===== src/rtl/syn_char_rx.sv =====
module syn_char_rx #(
  parameter int W       = 8,
  parameter int NEOF    = 4,
  parameter int MIN_LEN = 5
) (
  input  logic                  clk,
  input  logic                  rst_n,
  input  logic                  rx_en,
  input  logic                  bit_en,
  input  logic                  rx_bit,
  input  logic [$clog2(W+1)-1:0] char_len,
  input  logic [W-1:0]          syn1,
  input  logic [W-1:0]          syn2,
  input  logic                  dual_syn,
  input  logic                  strip_syn,
  input  logic [NEOF*W-1:0]     eof_set,
  output logic                  out_valid,
  output logic [W-1:0]          out_data,
  output logic                  out_eof
);
  localparam int LW = $clog2(W+1);

  typedef enum logic [1:0] {S_HUNT, S_SYN2, S_FRAME} st_t;

  st_t           st;
  logic [LW-1:0] cnt, len;
  logic [W-1:0]  sh, nxt, win, mask;
  logic          pend, last, filled, syn1_hit, syn2_hit, eof_hit;

  always_comb begin
    if (char_len < LW'(MIN_LEN)) len = LW'(MIN_LEN);
    else if (char_len > LW'(W))  len = LW'(W);
    else                         len = char_len;
  end

  assign mask     = {W{1'b1}} >> (LW'(W) - len);
  assign nxt      = {rx_bit, sh[W-1:1]};
  assign win      = nxt >> (LW'(W) - len);
  assign last     = (cnt == len - 1'b1);
  assign filled   = (cnt >= len - 1'b1);
  assign syn1_hit = (win == (syn1 & mask));
  assign syn2_hit = (win == (syn2 & mask));

  always_comb begin
    eof_hit = 1'b0;
    for (int k = 0; k < NEOF; k++)
      if ((eof_set[k*W +: W] & mask) == win) eof_hit = 1'b1;
  end

  always_ff @(posedge clk) begin
    if (!rst_n) begin
      st <= S_HUNT; cnt <= '0; sh <= '0; pend <= 1'b0;
      out_valid <= 1'b0; out_data <= '0; out_eof <= 1'b0;
    end else begin
      out_valid <= 1'b0;
      out_eof   <= 1'b0;
      if (!rx_en) begin
        st <= S_HUNT; cnt <= '0; sh <= '0; pend <= 1'b0;
      end else begin
        if (pend) begin
          out_valid <= 1'b1;
          out_data  <= syn2 & mask;
          pend      <= 1'b0;
        end
        if (bit_en) begin
          sh <= nxt;
          case (st)
            S_HUNT:
              if (filled && syn1_hit) begin
                cnt <= '0;
                if (dual_syn) st <= S_SYN2;
                else begin
                  st <= S_FRAME;
                  if (!strip_syn) begin out_valid <= 1'b1; out_data <= win; end
                end
              end else if (!filled) cnt <= cnt + 1'b1;
            S_SYN2:
              if (last) begin
                if (syn2_hit) begin
                  st  <= S_FRAME;
                  cnt <= '0;
                  if (!strip_syn) begin
                    out_valid <= 1'b1;
                    out_data  <= syn1 & mask;
                    pend      <= 1'b1;
                  end
                end else begin
                  st  <= S_HUNT;
                  cnt <= len - 1'b1;
                end
              end else cnt <= cnt + 1'b1;
            default:
              if (last) begin
                out_valid <= 1'b1;
                out_data  <= win;
                out_eof   <= eof_hit;
                cnt       <= '0;
                if (eof_hit) st <= S_HUNT;
              end else cnt <= cnt + 1'b1;
          endcase
        end
      end
    end
  end

  a_r1_off_quiet: assert property (@(posedge clk) disable iff (!rst_n)
    !rx_en |=> !out_valid);
  a_r3_single_skips_syn2: assert property (@(posedge clk) disable iff (!rst_n)
    !dual_syn |-> st != S_SYN2);
  a_r5_strip_hides_syn: assert property (@(posedge clk) disable iff (!rst_n)
    (strip_syn && st != S_FRAME) |=> !out_valid);
  a_r6_upper_zero: assert property (@(posedge clk) disable iff (!rst_n)
    out_valid |-> ((out_data & ~mask) == '0));
  a_r7_eof_on_beat: assert property (@(posedge clk) disable iff (!rst_n)
    out_eof |-> out_valid);
  a_r8_eof_rehunt: assert property (@(posedge clk) disable iff (!rst_n)
    out_eof |-> st == S_HUNT);
  a_r9_beat_needs_bit: assert property (@(posedge clk) disable iff (!rst_n)
    out_valid |-> ($past(bit_en) || $past(pend)));
endmodule


===== config.mk =====
export PLATFORM = sky130hd
export DESIGN_NAME = syn_char_rx
export DESIGN_NICKNAME = d
export VERILOG_FILES = /design/src/rtl/syn_char_rx.sv
export SDC_FILE = /design/constraint.sdc
export NUM_CORES = 1
export LEC_CHECK = 0
export ABC_AREA = 1
export BUFFER_PORTS_ARGS = -buffer_cell sky130_fd_sc_hd__buf_4
export CAP_MARGIN = 40
export CORE_MARGIN = 10
export CORE_UTILIZATION = 30
export CTS_CLUSTER_SIZE = 24
export DETAILED_ROUTE_END_ITERATION = 10
export HOLD_SLACK_MARGIN = 0.03
export REMOVE_ABC_BUFFERS = 1
export SYNTH_ARGS = -nofsm -noshare
export SYNTH_HDL_FRONTEND = slang
export SYNTH_SLANG_ARGS = --single-unit
export TNS_END_PERCENT = 1

===== constraint.sdc =====
create_clock -name clk -period 6.2 [get_ports clk]
set_clock_uncertainty 0.1 [all_clocks]
set_input_delay 0.62 -clock clk [delete_from_list [all_inputs] [get_ports clk]]
set_output_delay 0.62 -clock clk [all_outputs]
set_load 0.005 [all_outputs]

==> out/results.txt <==
The logs give 0.366 for the final standard cell utilization of the core and 0 for the residual DRC count. The logs give 4360 ps for the signal arrival time at the worst endpoint and 4140 µm² for the total non-filler cell area in the finished layout. Top flip-flop cell by instance count after synthesis: sky130_fd_sc_hd__dfxtp_1.

TritonCTS built the clock tree. The part of the Yosys area used for sequential elements is 0.140. For the global-route usage over all layers, the log shows 0.151.

The critical path ends at out_data[4]$_SDFFE_PN0P_. At the worst endpoint, the required time is 6270 ps. The core area was 11,300 µm²; the area share of the largest cell type after synthesis was 0.216.

The synthesized design contains 0 enable-type register cells. The portion of total power attributed to sequential cells is 0.244, and the internal power summed over all cells is 0.399 mW. The switching share of power was 0.405; the number of nets in the finished design was 731.

Setup repair after global routing left no endpoint under its margin. The kind of path behind the tightest hold check is reg -> reg. STA classifies the critical path endpoint as a register.

The tools report the logic gate share of total power as 0.469. The logs give 5 for the count of TritonRoute iterations in the first routing pass and 4,139 for the total number of vias. Final max-slew violation count: 0.

The proportion of power drawn by the clock network is 0.287. The design draws 0.671 mW. Summed over all nets, the half-perimeter wirelength after detailed placement is 10,400 µm.

The period utilization is 0.692, and the flip-flop and latch count after synthesis is 24. The worst setup path is launched from an input port. Buffers placed on the I/O ports in this run total 68. For the maximum vdd ir drop, the log shows 0.0000968 V. The die is 127 µm tall. The number of clock buffers added by TritonCTS is 3. Dividing the detail-routed wire length by the instance count gives 16.0 µm. The tools report the total cell area at the placement stage as 4040 µm². Type of the worst setup path: in -> reg.

The via density per instance came out at 5.14. Library cell used as clock root buffer: sky130_fd_sc_hd__clkbuf_16. Of all cell types, the one taking the most synthesized area is sky130_fd_sc_hd__nand2_1. The H-tree depth is 1, and the number of antenna violations at the first check in global routing is 0. Clock tree synthesis found a total of 24 sinks. The Yosys step of the flow raised 0 warnings.

The worst register-to-register path has a setup slack of 3120 ps. For the post-route setup TNS, the log shows 0 ps. The via count of the first global-routing pass is 3,953, and the worst-case reg-to-reg path depth is 11. Row generation in the floorplan step produced 39 rows.

From left edge to right edge, the die measures 127 µm. The logs give 0 for the buffers inserted during post-CTS setup optimization and 0.939 for the weighted congestion at the end of routability-driven global placement. The shortest clock period the worst path allows after layout came out at 4290 ps. The initial DRC count came out at 489. Timing startpoint of the critical path: char_len[0].

The power per cell area is 162 nW/µm², and the share of layout cells above drive strength 1 is 0.173. The first-pass GRT wire length was 20,300 µm; the number of buffers inserted for hold repair after clock tree synthesis was 0. For the pin with the worst max-slew slack, the measured transition is 870 ps. The share of flip-flops with an asynchronous set or reset is 0, and the highest clock rate is 233 MHz. The I/O pin count is 69.

In this run, distinct cell masters in the synthesized netlist total 40. The total overflow left after global routing is 0. The tools report the remaining max-slew budget at the tightest pin as 0.418. The startpoint identified for the worst register-to-register timing path is cnt[0]$_SDFFE_PN0P_. Summed over all nets, the switching power comes to 0.272 mW.

Once detail routing completed, the nets flagged for antenna violations numbered 0. 0 antenna diodes ended up in the layout. The number of gates resized after CTS was 0. The clock transition at the register clock pins on the worst setup and hold paths after CTS was 70 ps; the maximum fanout count along the critical path was 15. Ranked by total cell area, the synthesized netlist is headed by sky130_fd_sc_hd__nand2_1 22%, sky130_fd_sc_hd__dfxtp_1 14%, sky130_fd_sc_hd__nand3_1 11%. Setup violations remaining at the end of the flow were counted as 0.

In this run the critical register-to-register path is captured at out_data[4]$_SDFFE_PN0P_. Max-cap violations in this run came to 0. Number of endpoints with negative hold slack in the final report: 0. Entering global routing, the biggest net connects 23 pins. The run gives 12,900 µm as the aggregate routed wire length. The initial core utilization is 0.303. Maximum buffer depth of the clock tree: 2. The mapped netlist covers 3430 µm². The synthesis-to-layout area growth is 20.7%, and the clock insertion delay at the later pin of the skew report is 270 ps. Synthesis produced 607 cells. The run finished with clean final reports.

The standby leakage power came out at 2.09 nW. The area of the die was 16,100 µm²; the average cell area after synthesis was 5.66 µm².
## power by group through the flow
stage | logic, mW | clock network (mW) | registers, mW
floorplan | 0.210 | 0 | 0.166
global placement | 0.307 | 0 | 0.167
detailed placement | 0.311 | 0 | 0.167
CTS | 0.312 | 0.194 | 0.164
global route | 0.349 | 0.201 | 0.164
finish | 0.315 | 0.192 | 0.164
## cells in the final DEF, fill, tap and decap left out, types with 3 or more instances in the layout
| cell type | count |
|---|---|
| sky130_fd_sc_hd__inv_2 | 7 |
| sky130_fd_sc_hd__nor3_1 | 3 |
| sky130_fd_sc_hd__nand3_1 | 77 |
| sky130_fd_sc_hd__nand4_1 | 19 |
| sky130_fd_sc_hd__xor2_1 | 15 |
| sky130_fd_sc_hd__xnor2_1 | 11 |
| sky130_fd_sc_hd__buf_4 | 70 |
| sky130_fd_sc_hd__nand3b_1 | 8 |
| sky130_fd_sc_hd__nand3_2 | 5 |
| sky130_fd_sc_hd__o221ai_1 | 3 |
| sky130_fd_sc_hd__nor2_1 | 46 |
| sky130_fd_sc_hd__inv_1 | 65 |
| sky130_fd_sc_hd__nor2_8 | 3 |
| sky130_fd_sc_hd__nand2_2 | 8 |
| sky130_fd_sc_hd__clkbuf_16 | 3 |
| sky130_fd_sc_hd__nand3_4 | 3 |
| sky130_fd_sc_hd__o21ai_0 | 33 |
| sky130_fd_sc_hd__a21oi_1 | 25 |
| sky130_fd_sc_hd__ha_1 | 8 |
| sky130_fd_sc_hd__dfxtp_1 | 24 |
| sky130_fd_sc_hd__nand2_1 | 198 |
| sky130_fd_sc_hd__nand2_4 | 7 |
## routing by layer
metal | GRT usage | share of wire | vias to the layer above
met5 | 0 | 0 | -
met4 | 0.0623 | 0.034 | 0
met3 | 0.0248 | 0.074 | 27
met2 | 0.248 | 0.45 | 162
met1 | 0.192 | 0.44 | 1866
li1 | - | - | 2084
## critical path, cell delays in order
cell and delay (ps):
sky130_fd_sc_hd__buf_4 110, sky130_fd_sc_hd__inv_1 50, sky130_fd_sc_hd__nand3_2 180, sky130_fd_sc_hd__nand2_2 300, sky130_fd_sc_hd__inv_1 80, sky130_fd_sc_hd__ha_1 410, sky130_fd_sc_hd__inv_2 150, sky130_fd_sc_hd__ha_1 320
sky130_fd_sc_hd__nand4_1 340, sky130_fd_sc_hd__nor2_1 710, sky130_fd_sc_hd__nand4_1 510, sky130_fd_sc_hd__nand2_1 210, sky130_fd_sc_hd__nand3_1 100, sky130_fd_sc_hd__nand2_1 80, sky130_fd_sc_hd__nand3_1 90, sky130_fd_sc_hd__nand2_1 60
sky130_fd_sc_hd__inv_1 30
## state kept, by name, summed over array words and instances, names as in the netlist
name and flops:
cnt 4, out_valid 1, pend 1, st 2, out_data 8, out_eof 1, sh 7
## through the flow
stage	setup slack [ps]	std cells	hold WS, ps
2_1_floorplan	2550	589	341
3_3_place_gp	1820	801	352
3_5_place_dp	1730	802	360
4_1_cts	2000	806	371
5_1_grt	1640	806	406
6_report	1910	806	367
## cells by family after synthesis
group,after synthesis,synth area share
AND/OR/NAND/NOR,383,0.534
buffers and inverters,92,0.110
AO/OA/AOI/OAI,73,0.119
XOR/XNOR,26,0.0663
flip-flops,24,0.140
adder cells (fa/ha/maj),8,0.0291
other,1,0.00109
## cell usage after synthesis (all sizes together) (10+ instances only)
| master | instances |
|---|---|
| xor2 | 15 |
| xnor2 | 11 |
| dfxtp | 24 |
| a21oi | 26 |
| nand3 | 85 |
| o21ai | 36 |
| nor2 | 53 |
| inv | 72 |
| nand4 | 19 |
| clkbuf | 10 |
| nand2 | 213 |
## how the worst min path moves through the flow
stage,from,to,slack [ps],depth (start not counted)
finish,sh[1]$_SDFFE_PN0P_,sh[1]$_SDFFE_PN0P_,370,2
global route,sh[1]$_SDFFE_PN0P_,sh[1]$_SDFFE_PN0P_,410,2
CTS,sh[1]$_SDFFE_PN0P_,sh[1]$_SDFFE_PN0P_,370,2
detailed placement,sh[1]$_SDFFE_PN0P_,sh[1]$_SDFFE_PN0P_,360,2
global placement,sh[1]$_SDFFE_PN0P_,sh[1]$_SDFFE_PN0P_,350,2
floorplan,sh[1]$_SDFFE_PN0P_,sh[1]$_SDFFE_PN0P_,340,2
## final cells by class
type	instances	area, µm²
clock inverters	1	30.0
well taps	143	179
flip-flops and latches	24	480
fillers	1245	7180
multi-input cells	491	2580
repair buffers	70	526
inverters	74	278
clock buffers	3	75.1
Power figures use the tool's default switching activity.
